### src/rtl/anar_pkg.sv
package anar_pkg;
   localparam int ANAR_WORD_W  = 16;
   localparam int ANAR_ACK_BIT = 14;
   localparam int ANAR_ABIL_LO = 5;
   localparam int ANAR_ABIL_N  = 4;

   typedef enum logic [1:0] {
      ST_LISTEN = 2'd0,
      ST_ACK    = 2'd1,
      ST_DONE   = 2'd2
   } an_state_t;

   // ability order, index 3..0: 100 full, 100 half, 10 full, 10 half
   function automatic logic [ANAR_ABIL_N-1:0] strap_to_abil(input logic [2:0] s);
      logic [ANAR_ABIL_N-1:0] a;
      case (s)
         3'b111:  a = 4'b1111;
         3'b110:  a = 4'b1100;
         3'b101:  a = 4'b0011;
         3'b011:  a = 4'b0101;
         3'b010:  a = 4'b0100;
         3'b001:  a = 4'b0001;
         default: a = 4'b0000;
      endcase
      return a;
   endfunction
endpackage

### src/rtl/anar_adv_reg.sv
module anar_adv_reg
   import anar_pkg::*;
#(
   parameter int         W   = ANAR_WORD_W,
   parameter logic [4:0] SEL = 5'b00001
) (
   input  logic         clk,
   input  logic         rst_n,
   input  logic [2:0]   strap,
   input  logic         wr_en,
   input  logic [W-1:0] wr_data,
   output logic [W-1:0] adv
);
   localparam int HI_LO = ANAR_ABIL_LO + ANAR_ABIL_N;

   generate
      if (W <= HI_LO) begin : g_bad_width
         $error("anar_adv_reg: word width too small");
      end
   endgenerate

   logic                   seeded;
   logic [ANAR_ABIL_N-1:0] seed_abil;
   logic [ANAR_ABIL_N-1:0] abil;
   logic [W-1:HI_LO]       hi;

   assign seed_abil = strap_to_abil(strap);

   always_ff @(posedge clk or negedge rst_n) begin
      if (!rst_n) seeded <= 1'b0;
      else        seeded <= 1'b1;
   end

   // one clear-only cell per ability bit
   for (genvar i = 0; i < ANAR_ABIL_N; i++) begin : g_abil
      logic b;
      always_ff @(posedge clk or negedge rst_n) begin
         if (!rst_n)                                    b <= 1'b0;
         else if (!seeded)                              b <= seed_abil[i];
         else if (wr_en && !wr_data[ANAR_ABIL_LO + i])  b <= 1'b0;
      end
      assign abil[i] = b;
   end

   always_ff @(posedge clk or negedge rst_n) begin
      if (!rst_n)                hi <= '0;
      else if (seeded && wr_en)  hi <= wr_data[W-1:HI_LO];
   end

   assign adv = {hi, abil, SEL};
endmodule

### src/rtl/anar_match.sv
module anar_match
   import anar_pkg::*;
#(
   parameter int W    = ANAR_WORD_W,
   parameter int N    = 3,
   parameter int ACKB = ANAR_ACK_BIT
) (
   input  logic         clk,
   input  logic         rst_n,
   input  logic         clr,
   input  logic         vld,
   input  logic [W-1:0] word,
   input  logic         ack_phase,
   output logic         hit
);
   localparam int CW = $clog2(N + 1);

   generate
      if (N < 2) begin : g_bad_n
         $error("anar_match: N must be at least 2");
      end
      if (ACKB >= W) begin : g_bad_ack
         $error("anar_match: acknowledge bit outside word");
      end
   endgenerate

   logic [W-1:0]  prev;
   logic [W-1:0]  mask;
   logic [CW-1:0] cnt;
   logic          eq;
   logic          qual;

   assign mask = ack_phase ? '1 : ~(W'(1) << ACKB);
   assign qual = !ack_phase || word[ACKB];
   assign eq   = ((word ^ prev) & mask) == '0;
   assign hit  = vld && qual && (cnt != '0) && eq && (cnt == CW'(N - 1));

   always_ff @(posedge clk or negedge rst_n) begin
      if (!rst_n) begin
         cnt  <= '0;
         prev <= '0;
      end else if (clr) begin
         cnt  <= '0;
      end else if (vld) begin
         prev <= word;
         if (!qual)                   cnt <= '0;
         else if (cnt != '0 && eq)    cnt <= cnt + 1'b1;
         else                         cnt <= CW'(1);
      end
   end
endmodule

### src/rtl/anar_resolve.sv
module anar_resolve
   import anar_pkg::*;
(
   input  logic [ANAR_ABIL_N-1:0] loc,
   input  logic [ANAR_ABIL_N-1:0] lp,
   output logic                   any,
   output logic                   speed100,
   output logic                   full
);
   logic [ANAR_ABIL_N-1:0] common;

   assign common = loc & lp;
   assign any    = |common;

   // later (higher) index overrides, giving highest priority last
   always_comb begin
      speed100 = 1'b0;
      full     = 1'b0;
      for (int i = 0; i < ANAR_ABIL_N; i++) begin
         if (common[i]) begin
            speed100 = (i >= 2);
            full     = (i % 2) == 1;
         end
      end
   end
endmodule

### src/rtl/anar_core.sv
module anar_core
   import anar_pkg::*;
#(
   parameter int         TIMEOUT_CYC = 4096,
   parameter int         MATCH_CNT   = 3,
   parameter logic [4:0] SELECTOR    = 5'b00001
) (
   input  logic        clk,
   input  logic        rst_n,
   input  logic [2:0]  strap_tech,
   input  logic        adv_wr_en,
   input  logic [15:0] adv_wr_data,
   output logic [15:0] adv_word,
   input  logic        rx_word_vld,
   input  logic [15:0] rx_word,
   input  logic        idle10_det,
   input  logic        idle100_det,
   input  logic        restart,
   output logic        an_done,
   output logic        an_fail,
   output logic        res_speed100,
   output logic        res_full,
   output logic [15:0] lp_word
);
   localparam int W  = ANAR_WORD_W;
   localparam int TW = $clog2(TIMEOUT_CYC + 1);

   generate
      if (TIMEOUT_CYC < 2) begin : g_bad_timeout
         $error("anar_core: TIMEOUT_CYC must be at least 2");
      end
   endgenerate

   an_state_t state;
   logic [TW-1:0] timer;
   logic active, wvld, hit, idle_take, timeout;
   logic r_any, r_spd, r_full, clr_match;

   anar_adv_reg #(.W(W), .SEL(SELECTOR)) u_adv (
      .clk(clk), .rst_n(rst_n), .strap(strap_tech),
      .wr_en(adv_wr_en), .wr_data(adv_wr_data), .adv(adv_word));

   assign active    = (state != ST_DONE);
   assign wvld      = rx_word_vld && active;
   assign idle_take = active && (idle10_det || idle100_det);
   assign timeout   = active && (timer == TW'(TIMEOUT_CYC - 1));
   assign clr_match = restart || idle_take || hit || timeout;

   anar_match #(.W(W), .N(MATCH_CNT), .ACKB(ANAR_ACK_BIT)) u_match (
      .clk(clk), .rst_n(rst_n), .clr(clr_match), .vld(wvld),
      .word(rx_word), .ack_phase(state == ST_ACK), .hit(hit));

   anar_resolve u_res (
      .loc(adv_word[ANAR_ABIL_LO +: ANAR_ABIL_N]),
      .lp(lp_word[ANAR_ABIL_LO +: ANAR_ABIL_N]),
      .any(r_any), .speed100(r_spd), .full(r_full));

   always_ff @(posedge clk or negedge rst_n) begin
      if (!rst_n) begin
         state        <= ST_LISTEN;
         timer        <= '0;
         lp_word      <= '0;
         an_done      <= 1'b0;
         an_fail      <= 1'b0;
         res_speed100 <= 1'b0;
         res_full     <= 1'b0;
      end else if (restart) begin
         state        <= ST_LISTEN;
         timer        <= '0;
         lp_word      <= '0;
         an_done      <= 1'b0;
         an_fail      <= 1'b0;
         res_speed100 <= 1'b0;
         res_full     <= 1'b0;
      end else if (active) begin
         if (idle_take) begin
            state        <= ST_DONE;
            an_done      <= 1'b1;
            an_fail      <= 1'b0;
            res_speed100 <= idle100_det;
            res_full     <= 1'b0;
         end else if (hit && state == ST_LISTEN) begin
            lp_word <= rx_word;
            state   <= ST_ACK;
            timer   <= timer + 1'b1;
         end else if (hit && r_any) begin
            state        <= ST_DONE;
            an_done      <= 1'b1;
            an_fail      <= 1'b0;
            res_speed100 <= r_spd;
            res_full     <= r_full;
         end else if (hit || timeout) begin
            an_fail <= 1'b1;
            state   <= ST_LISTEN;
            lp_word <= '0;
            timer   <= '0;
         end else begin
            timer <= timer + 1'b1;
         end
      end
   end
endmodule

### config.mk
export PLATFORM = sky130hd
export DESIGN_NAME = anar_core
export DESIGN_NICKNAME = d
export VERILOG_FILES = /design/src/rtl/anar_pkg.sv /design/src/rtl/anar_adv_reg.sv /design/src/rtl/anar_match.sv /design/src/rtl/anar_resolve.sv /design/src/rtl/anar_core.sv
export SDC_FILE = /design/constraint.sdc
export NUM_CORES = 1
export LEC_CHECK = 0
export BUFFER_PORTS_ARGS = -buffer_cell sky130_fd_sc_hd__buf_2
export CORE_MARGIN = 2
export CORE_UTILIZATION = 54
export CTS_CLUSTER_DIAMETER = 150
export DETAILED_ROUTE_END_ITERATION = 16
export PLACE_DENSITY = 0.87
export SYNTH_ARGS = -nofsm -noshare
export SYNTH_HDL_FRONTEND = slang
export SYNTH_HIERARCHICAL = 1
export SYNTH_SLANG_ARGS = --single-unit
### constraint.sdc
create_clock -name clk -period 3.58 [get_ports clk]
set_input_delay 0.716 -clock clk [delete_from_list [all_inputs] [get_ports clk]]
set_output_delay 0.716 -clock clk [all_outputs]
set_load 0.01 [all_outputs]
# After elaboration in Yosys (flattened, before gate mapping)
# Cells that the tools add are included.
[word_totals]
in_bits = 42
output_inout_bits = 36
wordCells = 138
register_bits = 65
[op_classes]
n_reduce_logical = 42
muxes = 58
n_bitwise = 4
n_eq_ne = 17
n_addsub = 2
[op_table]
columns = ["op", "count"]
rows = [
  ["$mux W16", 6],
  ["$mux W13", 6],
  ["$mux W1", 34],
  ["$pmux W4 S6", 1],
  ["$mux W2", 10],
  ["$and A16 B16 Y16", 1],
  ["$logic_not A16 Y1", 1],
  ["$xor A16 B16 Y16", 1],
  ["$logic_and A1 B1 Y1", 15],
  ["$mux W15", 1],
  ["$add A13 B1 Y13 const B", 1],
  ["$eq A13 B12 Y1 const B", 1],
  ["$ne A2 B2 Y1 const B", 6],
  ["$eq A3 B3 Y1 const B", 3],
  ["$reduce_and A3 Y1", 3],
  ["$eq A3 B2 Y1 const B", 2],
  ["$logic_or A1 B1 Y1", 6],
  ["$ne A3 B3 Y1 const B", 2],
  ["$reduce_bool A2 Y1", 3],
  ["$reduce_bool A3 Y1", 2],
  ["$logic_not A1 Y1", 5],
  ["$reduce_bool A5 Y1", 1],
  ["$and A4 B4 Y4", 1],
  ["$reduce_and A2 Y1", 2],
  ["other kinds (9)", 9],
]

# Depth between registers and ports, before layout
# Gate-level depths: netlist of the first run.
[logic_depth]
ltp_word = 14
depth_mapped = 14
mapped_depth_nobuf = 11

# Hierarchy
# Netlist of the first run, hierarchy kept.
[by_module_without_submodules]
columns = ["module", "cells_each", "n_inst", "area_per_inst_um2", "seq_area_each_um2"]
rows = [
  ["anar_core", 209, 1, 1955.6, 875.8],
  ["anar_match", 80, 1, 963.4, 450.4],
  ["anar_adv_reg", 48, 1, 583.1, 300.3],
  ["anar_resolve", 4, 1, 32.5, 0.0],
]

# Least setup slack after synthesis of the first run
# OpenSTA, ideal clock, no wires.
[synth_timing]
path_kind = "input to register"
startpoint = "input rx_word[7]"
endpoint = "register u_match.prev[0]"
setup_time_ps = 125
required_ps = 3455
cell_stages = 12
setup_slack_ps = 483
arrival_time_ps = 2972
path_buffers = 4
path_cell_list = "xor2_1 > nor4_4 > nand3_2 > nor4_2 > nor2_1 > clkbuf_1 > clkbuf_1 > nand3_1 > nor2b_1 > buf_4 > buf_4 > mux2_2"
[synth_between]
elab_chain_len = 9
[synth_rtl]
columns = ["item", "line", "text"]
rows = [
  ["start: declaration", "anar_core.sv:15", "input logic [15:0] rx_word,"],
  ["$xor A16 B16 Y16", "anar_match.sv:35", "assign eq = ((word ^ prev) & mask) == '0;"],
  ["$and A16 B16 Y16", "anar_match.sv:35", ""],
  ["$logic_not A16 Y1", "anar_match.sv:35", ""],
  ["$logic_and A1 B1 Y1 (2 in a row)", "anar_match.sv:36", "assign hit = vld && qual && (cnt != '0) && eq && (cnt == CW'(N - 1));"],
  ["net hit", "anar_core.sv:36", "logic active, wvld, hit, idle_take, timeout;"],
  ["$logic_or A1 B1 Y1 (2 in a row)", "anar_core.sv:47", "assign clr_match = restart || idle_take || hit || timeout;"],
  ["net clr_match", "anar_core.sv:37", "logic r_any, r_spd, r_full, clr_match;"],
  ["$not A1 Y1 (no source line)", "-", ""],
  ["$reduce_and A2 Y1 (no source line)", "-", ""],
  ["end signal: assignment", "anar_match.sv:45", "prev <= word;"],
  ["end: declaration", "anar_match.sv:27", "logic [W-1:0] prev;"],
]
# The timed path passes the listed nets, and every way through them passes these cells.
# A chain may end at the register's enable or synchronous reset.

# Final worst setup path of the first run
[layout_timing]
startpoint = "register state[0]"
endpoint = "register u_match.cnt[1]"
[layout_between]
elab_cells_between_ends = 23
classes_between = "eq/ne (2); mux (5); bitwise (1); reduce/logical (15)"
[layout_lines]
columns = ["item", "line", "text"]
rows = [
  ["start: declaration", "anar_core.sv:34", "an_state_t state;"],
  ["start signal: assignment", "anar_core.sv:60", "state <= ST_LISTEN;"],
  ["start signal: assignment", "anar_core.sv:68", "state <= ST_LISTEN;"],
  ["start signal: assignment", "anar_core.sv:77", "state <= ST_DONE;"],
  ["$ne A2 B2 Y1 *", "anar_core.sv:43", "assign active = (state != ST_DONE);"],
  ["$logic_and A1 B1 Y1 *", "anar_core.sv:44", "assign wvld = rx_word_vld && active;"],
  ["net wvld", "anar_core.sv:36", ""],
  ["$logic_and A1 B1 Y1 * (4 in a row)", "anar_match.sv:36", ""],
  ["net hit", "anar_core.sv:36", ""],
  ["$logic_or A1 B1 Y1 * (2 in a row)", "anar_core.sv:47", ""],
  ["net clr_match", "anar_core.sv:37", ""],
  ["$mux W2 / $reduce_bool A2 Y1 (equally long branches)", "-", ""],
  ["end signal: assignment", "anar_match.sv:47", "else if (cnt != '0 && eq) cnt <= cnt + 1'b1;"],
  ["end: declaration", "anar_match.sv:29", "logic [CW-1:0] cnt;"],
]
# The timed path passes the listed nets; every way through them passes the cells marked *. The select of a mux whose other input is x is not followed.

==> qor.txt, run 1 <==
kind of end point of the critical path = register
Setup Total Neg Slack = 0 ns
post-synth top area share = 46.0%
share of the clock period used by the worst path = 82.4%
Tightest Pin Transition = 1.03 ns
hold violation total from the final report = 0
dominant combinational cell family by area after synthesis = simple AND/OR/NAND/NOR gates
critical path peak fanout = 12
Max-Slew Margin vs Limit = 31.6%
synthesized-area fraction occupied by and/or/nand/nor cells = 21.6%
standard cell core area = 6350 um2
vertical extent of the die = 84.9 um
number of pins with negative max-slew slack in the final report = 0
critical path data arrival time = 3.20 ns
most frequent cells in the layout = 67 x sky130_fd_sc_hd__buf_2, 65 x sky130_fd_sc_hd__dfrtp_1, 52 x sky130_fd_sc_hd__nand2_1
nets = 450
Skew-Pair Late Insertion Delay = 0.33 ns
die area = 7210 um2
Via Count = 2883
setup repair after global routing missed its margin = false
DRC violation count after routing = 0
startpoint kind of the worst setup timing path = register
antenna diode count = 0
number of antenna violations at the first check in global routing = 0
portion of the post-synthesis area used by sequential elements = 46.0%
min Tclk post-route = 2.95 ns
instance count of the mapped netlist = 341
hold_sp = u_adv/hi[13]
worst endpoint required time = 3.83 ns
CTS Sinks = 65
post-synthesis async set-or-reset flop share = 100%
synthesized-area fraction occupied by adder cells = 1.06%
most area-hungry cell type in the Yosys netlist = sky130_fd_sc_hd__dfrtp_1
wire length after detailed routing = 7.62 mm
most common cell after layout, fill and taps aside = sky130_fd_sc_hd__buf_2
Filler Cell Count = 517
CTS Root Buffer Type = sky130_fd_sc_hd__clkbuf_8
Yosys Warn Count = 6
quantity of gates resized following cts = 0
Global Route Usage Sum = 21.9%
number of levels the H-tree was split into = 3
final cell count without fillers = 487
unique cell type count in the Yosys netlist = 61
buffer depth of the longest clock path = 2
Post-DP HPWL = 5.36 mm
maximum achievable frequency = 0.339 GHz
number of flops mapped to enable cells by yosys = 0
Netlist Area Pre-Place = 3530 um2
cells taking the most area after synthesis = sky130_fd_sc_hd__dfrtp_1 46%, sky130_fd_sc_hd__nand2_1 5.5%, sky130_fd_sc_hd__mux2_2 4.5%, sky130_fd_sc_hd__nand3b_1 4.0%, sky130_fd_sc_hd__o211ai_1 3.4%
Syn-to-layout area delta = 16.1%
remaining antenna violation count = 0
horizontal die dimension = 84.9 um
vias in the first global route = 2771
first element of the critical path = state[0]
initial cell density of the core = 55.7%
number of synthesized register bits = 65
clock tree from TritonCTS = yes
clock-pin slew on the worst setup and hold paths = 0.07 ns
total instance count after detailed placement = 471
layout cells sized above 1 = 29.8%
Total Power = 1800 uW
type of the worst setup path = reg -> reg
number of iterations in the first detailed-routing pass = 5
MaxCap Viol Count = 0
post-DR vias/cell = 5.92
total setup violations reported at the end of the flow = 0
complex-gate fraction of the synthesized area = 14.8%
maximum VDD drop = 0.344 mV
xor and xnor fraction of the mapped netlist area = 3.22%
first-pass GRT wire length = 12.7 mm
number of hold-repair buffers added at the cts stage = 0
Buffers on Ports = 67
class of the tightest hold or removal check = reg -> reg
average detailed-routed wire length per instance = 15.6 um
power density relative to cell area = 439 nW/um2
status = finished clean
clock skew = 0.00757 ns
buffers inserted during post-CTS setup optimization = 0
Std-Cell Rows = 29
Critical R2R Launch = state[0]
fraction of synthesized area in multiplexers = 7.43%
last weighted congestion value of the routability-driven placer = 0.800
leakage power = 0.00186 uW
DRC marker count from the first detailed-route iteration = 142
top_reg_cell synth = sky130_fd_sc_hd__dfrtp_1
number of buffers added by the clock tree synthesis step = 9
number of primary I/O pins = 78
pin count of the biggest net entering global routing = 46
overflow left after global routing = 0
Synth Area per Inst = 10.4 um2
## synth_stat cells (2+ instances only)
cell type	n
sky130_fd_sc_hd__and4_1	2
sky130_fd_sc_hd__o211ai_1	16
sky130_fd_sc_hd__a21oi_1	4
sky130_fd_sc_hd__nor2b_1	8
sky130_fd_sc_hd__a22oi_1	9
sky130_fd_sc_hd__conb_1	2
sky130_fd_sc_hd__xor2_1	11
sky130_fd_sc_hd__nand2_1	52
sky130_fd_sc_hd__ha_1	3
sky130_fd_sc_hd__buf_2	4
sky130_fd_sc_hd__o22ai_1	4
sky130_fd_sc_hd__nor4_4	2
sky130_fd_sc_hd__clkbuf_1	9
sky130_fd_sc_hd__or4_1	7
sky130_fd_sc_hd__inv_1	11
sky130_fd_sc_hd__nand2b_1	3
sky130_fd_sc_hd__o31ai_1	6
sky130_fd_sc_hd__or3_1	5
sky130_fd_sc_hd__o2bb2ai_1	2
sky130_fd_sc_hd__buf_6	2
sky130_fd_sc_hd__buf_4	11
sky130_fd_sc_hd__o21ai_0	12
sky130_fd_sc_hd__mux2_4	7
sky130_fd_sc_hd__dfrtp_1	65
sky130_fd_sc_hd__a211oi_1	2
sky130_fd_sc_hd__a21o_1	2
sky130_fd_sc_hd__nand3_1	8
sky130_fd_sc_hd__xnor2_1	2
sky130_fd_sc_hd__nand3b_1	19
sky130_fd_sc_hd__nand4_1	4
sky130_fd_sc_hd__nor3_1	2
sky130_fd_sc_hd__nor2_1	3
sky130_fd_sc_hd__mux2_2	14
## worst max-delay path, stage by stage, from the launching register on
cell	delay, ns
sky130_fd_sc_hd__dfrtp_1	0.44
sky130_fd_sc_hd__nand2b_1	0.33
sky130_fd_sc_hd__and2_1	0.30
sky130_fd_sc_hd__nand2_1	0.10
sky130_fd_sc_hd__nor4_2	0.05
sky130_fd_sc_hd__nor2_1	0.13
sky130_fd_sc_hd__nand3_1	0.14
sky130_fd_sc_hd__nor2b_1	0.62
sky130_fd_sc_hd__buf_4	0.32
sky130_fd_sc_hd__and3b_1	0.18
sky130_fd_sc_hd__nand4_1	0.09
sky130_fd_sc_hd__o21ai_0	0.16
## where the power goes
group	total, uW	switching (uW)	internal, uW
sequential	864	53.5	811
clock	649	270	379
combinational	288	147	141
## flip-flops by register name (all words and copies together) (netlist names)
signal          flops
u_adv/seeded        1
an_fail             1
u_match/cnt         2
u_adv/hi            7
u_match/prev       16
u_adv/g_abil.b      4
state               2
an_done             1
res_speed100        1
res_full            1
timer              13
lp_word            16
## through the flow
stage | util [%] | setup WS (ns) | hold slack, ns | instance area (um2)
2_1_floorplan | - | 0.483 | 0.420 | 3550
3_3_place_gp | 61.3 | 0.390 | 0.493 | 3890
3_5_place_dp | 61.3 | 0.387 | 0.486 | 3890
4_1_cts | 64.6 | 0.704 | 0.513 | 4100
5_1_grt | 64.6 | 0.437 | 0.530 | 4100
6_report | 64.6 | 0.631 | 0.507 | 4100
## final cells by class
class                      instances  area [um2]  area share [%]
clock buffer                      14         173            4.21
sequential                        65        1630            39.6
inverter                          11        41.3            1.01
clock inverter                     2        35.0           0.854
timing repair buffer              75         408            9.94
multi-input combinational        243        1720            42.0
tap                               77        96.3            2.35
## routing by layer
metal | up-vias | wire [um] | track usage (%)
li1 | 1352 | - | -
met1 | 1411 | 3340 | 29.5
met2 | 109 | 3740 | 35.8
met3 | 11 | 436 | 4.09
met4 | 0 | 102 | 7.79
met5 | - | 0 | 0
## path summary, 6_finish.rpt
kind	end	slack, ns	depth (start not counted)
max	u_match/cnt[1]	0.63	11
min	u_adv/hi[13]	0.51	1
max reg2reg	u_match/cnt[1]	0.63	11
min reg2reg	u_adv/hi[13]	0.51	1
max in group asynchronous	lp_word[11]	2.24	2
min in group asynchronous	timer[7]	0.56	1
## kinds of logic after synthesis
kind of cell,count (synthesis)
xor+xnor,13
simple gates,128
mux,21
buf+inv,37
fa+ha+maj,3
compound gates,72
flops,65
other cells,2
(Power assumes the default switching activity.)
==> inputs of run 2 (changes only) <==
==> constraint.sdc (replaced) <==
create_clock -name clk -period 2.72 [get_ports clk]
set_input_delay 0.544 -clock clk [delete_from_list [all_inputs] [get_ports clk]]
set_output_delay 0.544 -clock clk [all_outputs]
set_load 0.01 [all_outputs]
==> run 2 against run 1 <==
Effect of this change:
- clock-buffer cell count shrank 3
- die area is the same
- sequential cell count is the same
- core utilization grew 3.8 points
- power grew 32%
- first-iteration DRC count grew 46%
- cell count grew 5.3%
- maximum frequency grew 19%
- sequential share of layout area shrank 2.2 points
- via count grew 2.4%
- largest cell class unchanged
==> qor.txt, run 2 (synthesized netlist as in run 1, its figures left out) <==
status = finished clean
worst setup margin = 0.245 ns (-0.386 ns)
Via Count = 2953 (+2.4%)
wire length after detailed routing = 8.01 mm (+5.1%)
setup repair after global routing missed its margin = false
total instance count after detailed placement = 495 (+5.1%)
CTS Root Buffer Type = sky130_fd_sc_hd__clkbuf_8
Tightest Pin Transition = 0.827 ns (-0.200 ns)
Switching Share = 27.5% (+1.4 points)
cell class contributing the biggest share of worst-path delay = simple AND/OR/NAND/NOR gates
antenna diode count = 0 (unchanged)
average detailed-routed wire length per instance = 15.6 um (-0.21%)
total setup violations reported at the end of the flow = 0 (unchanged)
type of the worst setup path = reg -> reg
last weighted congestion value of the routability-driven placer = 0.828 (+3.6%)
largest stage delay on the critical path = 0.44 ns (-0.18 ns)
net switching power = 656 uW (+39%)
remaining antenna violation count = 0 (unchanged)
class of the tightest hold or removal check = in -> async
number of antenna violations at the first check in global routing = 0 (unchanged)
standard cell core area = 6350 um2 (unchanged)
clock skew = 0.00990 ns (+0.00233 ns)
first-pass GRT wire length = 13.4 mm (+5.8%)
buffer depth of the longest clock path = 2 (unchanged)
power share of the combinational group = 17.6% (+1.6 points)
number of iterations in the first detailed-routing pass = 5 (unchanged)
clock share of power = 34.4% (-1.6 points)
Std-Cell Rows = 29 (unchanged)
horizontal die dimension = 84.9 um (unchanged)
number of levels the H-tree was split into = 3 (unchanged)
Total Power = 2380 uW (+32%)
kind of end point of the critical path = register
die area = 7210 um2 (unchanged)
clock-pin slew on the worst setup and hold paths = 0.08 ns (about the same)
number of primary I/O pins = 78 (unchanged)
cell internal pwr = 1730 uW (+30%)
post-DR vias/cell = 5.76 (-2.8%)
part of the total power dissipated in sequential elements = 48.0% (about the same)
leakage power = 0.00199 uW (+6.9%)
hold violation total from the final report = 0 (unchanged)
critical path data arrival time = 2.70 ns (-0.50 ns)
DRC marker count from the first detailed-route iteration = 207 (+46%)
number of buffers added by the clock tree synthesis step = 9 (unchanged)
Syn-to-layout area delta = 22.8%
startpoint kind of the worst setup timing path = register
maximum achievable frequency = 0.404 GHz (+19%)
most common cell after layout, fill and taps aside = sky130_fd_sc_hd__buf_2
Slowest cell on crit path = sky130_fd_sc_hd__or3b_4
DRC violation count after routing = 0 (unchanged)
Buffers on Ports = 67 (unchanged)
final cell count without fillers = 513 (+5.3%)
Global Route Usage Sum = 23.6% (+1.7 points)
registers with the highest flip-flop counts = lp_word (16), u_match/prev (16), timer (13)
Max-Slew Margin vs Limit = 44.9% (+13 points)
overflow left after global routing = 0 (unchanged)
initial cell density of the core = 55.7% (unchanged)
Finished Core Util = 68.4% (+3.8 points)
critical path peak fanout = 3 (-9)
min Tclk post-route = 2.47 ns (-0.474 ns)
worst slack, placed = -0.188 ns (-0.575 ns)
number of pins with negative max-slew slack in the final report = 0 (unchanged)
sequence of cells on the critical path = xor2_1 -> nor4_2 -> nand3_1 -> nor4_4 -> or3b_4 -> or4_1 -> nand4b_1 -> o21ai_0
CTS Sinks = 65 (unchanged)
MaxCap Viol Count = 0 (unchanged)
Skew-Pair Late Insertion Delay = 0.35 ns (+0.02 ns)
Post-DP HPWL = 5.69 mm (+6.2%)
clock tree from TritonCTS = yes
final worst hold slack = 0.376 ns (-0.131 ns)
worst endpoint required time = 2.95 ns (-0.88 ns)
nets = 476 (+5.8%)
pin count of the biggest net entering global routing = 66 (+43%)
layout cells sized above 1 = 34.4% (+4.6 points)
vertical extent of the die = 84.9 um (unchanged)
maximum VDD drop = 0.444 mV (+29%)
power density relative to cell area = 549 nW/um2 (+25%)
share of the clock period used by the worst path = 91.0% (+8.6 points)
number of buffers and inverters on the critical path = 0 (-1)
vias in the first global route = 2825 (+1.9%)
most frequent cells in the layout = 67 x sky130_fd_sc_hd__buf_2, 65 x sky130_fd_sc_hd__dfrtp_1, 52 x sky130_fd_sc_hd__nand2_1
[run 2: cell count changes in the layout (fill, tap and decap cells not counted), sizes merged]
cell,delta
buf,+26
clkinvlp,+2
clkbuf,-3
clkinv,+1
[run 2: routing by layer]
layer	vias up	GRT usage (%)	part of all wire [%]
met5	-	0	0
met4	0	9.09	1.7
met3	12	4.18	5.5
met2	108	38.9	49
met1	1433	31.2	44
li1	1400	-	-
[run 2: timing repair]
action	in CTS	in global routing
hold buffers	0	0
gates resized for setup	1	1
buffers inserted	0	2
pin swaps	0	3
setup endpoints to repair	2	5
[run 2: power groups by stage]
stage	clock network [uW]	registers, uW	logic (uW)
finish	820	1140	419
detailed placement	0	1160	412
floorplan	0	1150	261
CTS	836	1140	420
global placement	0	1150	400
global route	875	1150	458
[run 2: area by class of cell]
| class | count | area (um2) |
|---|---|---|
| Clock buffer | 11 | 141 |
| Clock inverter | 5 | 55.1 |
| Fill cell | 482 | 2010 |
| Inverter | 11 | 41.3 |
| Multi-Input combinational cell | 243 | 1740 |
| Sequential cell | 65 | 1630 |
| Tap cell | 77 | 96.3 |
| Timing Repair Buffer | 101 | 641 |
[run 2: worst paths after layout]
check                                  end  cells past startpoint             start  slack, ns
hold / removal                    timer[6]                      2             rst_n       0.38
setup / recovery                   an_fail                      8  u_match/prev[13]       0.25
setup reg to reg                   an_fail                      8  u_match/prev[13]       0.25
hold reg to reg               u_adv/hi[12]                      1      u_adv/hi[12]       0.51
min in group clk              u_adv/hi[10]                      2   adv_wr_data[10]       0.43
max in group asynchronous  u_match/prev[8]                      2             rst_n       1.79
[run 2: worst register-to-register path, stage by stage (launching register included)]
cell and delay (ns):
sky130_fd_sc_hd__dfrtp_1 0.39, sky130_fd_sc_hd__xor2_1 0.17, sky130_fd_sc_hd__nor4_2 0.33, sky130_fd_sc_hd__nand3_1 0.20, sky130_fd_sc_hd__nor4_4 0.22, sky130_fd_sc_hd__or3b_4 0.44
sky130_fd_sc_hd__or4_1 0.41, sky130_fd_sc_hd__nand4b_1 0.11, sky130_fd_sc_hd__o21ai_0 0.07
[run 2: per-stage QoR]
| stage | TNS (ns) | area (um2) |
|---|---|---|
| after global placement | -1.13 | 4120 |
| final | 0 | 4340 |
| after floorplan | 0 | 3560 |
| after global routing | 0 | 4340 |
| after detailed placement | -2.67 | 4120 |
| after CTS | 0 | 4320 |
==> inputs of run 3 (changes only) <==
--- a/config.mk
+++ b/config.mk
@@ -5,12 +5,13 @@
 export SDC_FILE = /design/constraint.sdc
 export NUM_CORES = 1
 export LEC_CHECK = 0
+export ABC_AREA = 1
 export BUFFER_PORTS_ARGS = -buffer_cell sky130_fd_sc_hd__buf_2
 export CORE_MARGIN = 2
-export CORE_UTILIZATION = 54
+export CORE_UTILIZATION = 55
 export CTS_CLUSTER_DIAMETER = 150
 export DETAILED_ROUTE_END_ITERATION = 16
-export PLACE_DENSITY = 0.87
+export PLACE_DENSITY = 0.89
 export SYNTH_ARGS = -nofsm -noshare
 export SYNTH_HDL_FRONTEND = slang
 export SYNTH_HIERARCHICAL = 1
==> run 3 against run 2 <==
Effect of this change:
- synthesized cell count up 44%
- synthesized area up 1.6%
- via count up 9.4%
- sequential cell count unchanged
- combinational power up 92%
- cell count up 27%
- global-route usage up 0.12 points
- clock skew down 0.0018 ns
- critical path depth up 6
- power up 30%
- sequential share of layout area up 0.79 points
- worst setup slack worse by 0.0044 ns
==> qor.txt, run 3 <==
CTS Root Buffer Type = sky130_fd_sc_hd__clkbuf_8
most area-hungry cell type in the Yosys netlist = sky130_fd_sc_hd__dfrtp_1
most numerous cell on the critical path = sky130_fd_sc_hd__nand2_1
DRC violation count after routing = 0 (unchanged)
critical path data arrival time = 2.76 ns (+0.06 ns)
min Tclk post-route = 2.48 ns (+0.00439 ns)
number of primary I/O pins = 78 (unchanged)
Via Count = 3232 (+9.4%)
number of levels the H-tree was split into = 3 (unchanged)
cells taking the most area after synthesis = sky130_fd_sc_hd__dfrtp_1 45%, sky130_fd_sc_hd__nand2_1 22%, sky130_fd_sc_hd__inv_1 6.2%, sky130_fd_sc_hd__nand3_1 4.2%, sky130_fd_sc_hd__nor2_1 3.4%
number of flops mapped to enable cells by yosys = 0 (unchanged)
remaining antenna violation count = 0 (unchanged)
total instance count after detailed placement = 627 (+27%)
die area = 7190 um2 (-0.25%)
clock tree from TritonCTS = yes
number of pins with negative max-slew slack in the final report = 0 (unchanged)
unique cell type count in the Yosys netlist = 31 (-49%)
nets = 612 (+29%)
type of the worst setup path = reg -> reg
Synth Area per Inst = 7.33 um2 (-29%)
dominant combinational cell family by area after synthesis = simple AND/OR/NAND/NOR gates
instance count of the mapped netlist = 490 (+44%)
cell class contributing the biggest share of worst-path delay = simple AND/OR/NAND/NOR gates
status = finished clean
maximum VDD drop = 0.550 mV (+24%)
maximum achievable frequency = 0.403 GHz (-0.18%)
hold violation total from the final report = 0 (unchanged)
Skew-Pair Late Insertion Delay = 0.35 ns (about the same)
dominant cell by count in the synthesized netlist = sky130_fd_sc_hd__nand2_1
sequence of cells on the critical path = inv_2 -> nor2_1 -> nand3_1 -> nand2_1 -> nor2_2 -> nand3_2 -> nor2_1 -> nand2_1 -> inv_1 -> nor2_2 -> nand3_1 -> nor2_2 -> nand2_1 -> nand2_1
pin count of the biggest net entering global routing = 37 (-44%)
portion of the post-synthesis area used by sequential elements = 45.3% (-0.72 points)
standard cell core area = 6350 um2 (unchanged)
xor and xnor fraction of the mapped netlist area = 1.46% (-1.8 points)
average detailed-routed wire length per instance = 12.5 um (-20%)
final cell count without fillers = 649 (+27%)
Tightest Pin Transition = 0.675 ns (-0.152 ns)
buffer depth of the longest clock path = 2 (unchanged)
total setup violations reported at the end of the flow = 0 (unchanged)
worst endpoint required time = 3.01 ns (+0.06 ns)
power density relative to cell area = 726 nW/um2 (+32%)
Setup Total Neg Slack = 0 ns (unchanged)
Std-Cell Rows = 29 (unchanged)
horizontal die dimension = 84.8 um (-0.12%)
post-DR vias/cell = 4.98 (-13%)
complex-gate fraction of the synthesized area = 4.22% (-11 points)
final worst hold slack = 0.231 ns (-0.145 ns)
post-synth top area share = 45.3% (-0.72 points)
antenna diode count = 0 (unchanged)
number of antenna violations at the first check in global routing = 0 (unchanged)
Filler Cell Count = 512 (+6.2%)
first-pass GRT wire length = 13.5 mm (+0.77%)
clock-pin slew on the worst setup and hold paths = 0.08 ns (about the same)
most frequent cells in the layout = 213 x sky130_fd_sc_hd__nand2_1, 67 x sky130_fd_sc_hd__buf_2, 65 x sky130_fd_sc_hd__dfrtp_1
largest stage delay on the critical path = 0.53 ns (+0.09 ns)
kind of end point of the critical path = register
Finished Core Util = 67.0% (-1.4 points)
Syn-to-layout area delta = 18.4%
clock skew = 0.00814 ns (-0.00176 ns)
initial cell density of the core = 56.6% (+0.89 points)
MaxCap Viol Count = 0 (unchanged)
synthesized-area fraction occupied by and/or/nand/nor cells = 36.7% (+15 points)
most common cell after layout, fill and taps aside = sky130_fd_sc_hd__nand2_1
critical path peak fanout = 15 (+12)
CTS Sinks = 65 (unchanged)
DRC marker count from the first detailed-route iteration = 178 (-14%)
registers with the highest flip-flop counts = lp_word (16), u_match/prev (16), timer (13)
class of the tightest hold or removal check = in -> async
number of buffers and inverters on the critical path = 2 (+2)
most frequent cells after synthesis = 213 x sky130_fd_sc_hd__nand2_1, 65 x sky130_fd_sc_hd__dfrtp_1, 59 x sky130_fd_sc_hd__inv_1
wire length after detailed routing = 8.13 mm (+1.5%)
post-synthesis async set-or-reset flop share = 100% (unchanged)
number of iterations in the first detailed-routing pass = 5 (unchanged)
fraction of synthesized area in multiplexers = 0% (-7.4 points)
Netlist Area Pre-Place = 3590 um2 (+1.6%)
vias in the first global route = 3169 (+12%)
last weighted congestion value of the routability-driven placer = 0.897 (+8.4%)
top_reg_cell synth = sky130_fd_sc_hd__dfrtp_1
number of buffers added by the clock tree synthesis step = 9 (unchanged)
startpoint kind of the worst setup timing path = register
vertical extent of the die = 84.8 um (-0.12%)
Max-Slew Margin vs Limit = 55.0% (+10 points)
Buffers on Ports = 67 (unchanged)
Post-DP HPWL = 5.82 mm (+2.2%)
overflow left after global routing = 0 (unchanged)
Yosys Warn Count = 6 (unchanged)
number of synthesized register bits = 65 (unchanged)
leakage power = 0.00244 uW (+22%)
Slowest cell on crit path = sky130_fd_sc_hd__nor2_2
share of the clock period used by the worst path = 91.2% (+0.16 points)
Global Route Usage Sum = 23.7% (+0.12 points)
quantity of gates resized following cts = 0 (-1)
layout cells sized above 1 = 22.9% (-12 points)
synthesized-area fraction occupied by adder cells = 1.05% (-0.017 points)
==> run 3: cell count changes in the layout (fill, tap and decap cells not counted), sizes merged, moves of 19 or more <==
cell and change:
nand2 +166, inv +57, nor2 +39, nand3 +26, buf -23, mux2 -21, nand3b -19
==> run 3: final timing paths <==
check | from | end | slack, ns | cells after the start
setup reg to reg | state[0] | u_match/prev[6] | 0.24 | 14
min in group clk | strap_tech[0] | u_adv/g_abil[0].b | 0.41 | 3
hold reg to reg | lp_word[0] | lp_word[0] | 0.47 | 2
max in group asynchronous | rst_n | u_match/prev[13] | 1.86 | 2
hold / removal | rst_n | timer[6] | 0.23 | 1
setup / recovery | state[0] | u_match/prev[6] | 0.24 | 14
==> run 3: layout make-up <==
class | count | area, um2 | share of cell area (%)
clock buffers | 10 | 138 | 3.24
clock inverters | 6 | 115 | 2.71
inverters | 68 | 258 | 6.06
flip-flops and latches | 65 | 1630 | 38.3
multi-input cells | 345 | 1590 | 37.3
repair buffers | 78 | 430 | 10.1
well taps | 77 | 96.3 | 2.27
==> run 3: stage by stage <==
| step | setup slack, ns | instance area (um2) | power (uW) |
|---|---|---|---|
| 2_1_floorplan | 0.573 | 3610 | 1820 |
| 3_3_place_gp | 0.0290 | 3960 | 1990 |
| 3_5_place_dp | -0.0397 | 3960 | 2040 |
| 4_1_cts | 0.0507 | 4210 | 3080 |
| 5_1_grt | -0.0306 | 4250 | 3270 |
| 6_report | 0.241 | 4250 | 3090 |
==> run 3: cell families (layout without fill, tap and decap cells) <==
group,count (synthesis),count (layout)
adder cells (fa/ha/maj),3,3
AND/OR/NAND/NOR,305,306
buffers and inverters,85,162
flip-flops,65,65
XOR/XNOR,6,6
other,2,6
AO/OA/AOI/OAI,24,24
==> run 3: power by group <==
part,internal [uW],switching [uW],total (uW),leakage [uW]
sequential,1140,112,1250,0.000858
combinational,292,513,805,0.00146
clock,637,395,1030,0.000123
==> run 3: layer usage <==
metal  vias up  track usage [%]  routed length (um)
met3        13             4.72                 312
li1       1625                -                   -
met1      1525             28.3                3480
met2        69             40.4                4200
met5         -                0                   0
met4         0             12.6                 142
==> run 3: what timing repair did <==
| action | CTS | global route |
|---|---|---|
| hold buffers | 0 | 0 |
| setup buffers | 0 | 5 |
| endpoints found under the setup margin | 0 | 4 |
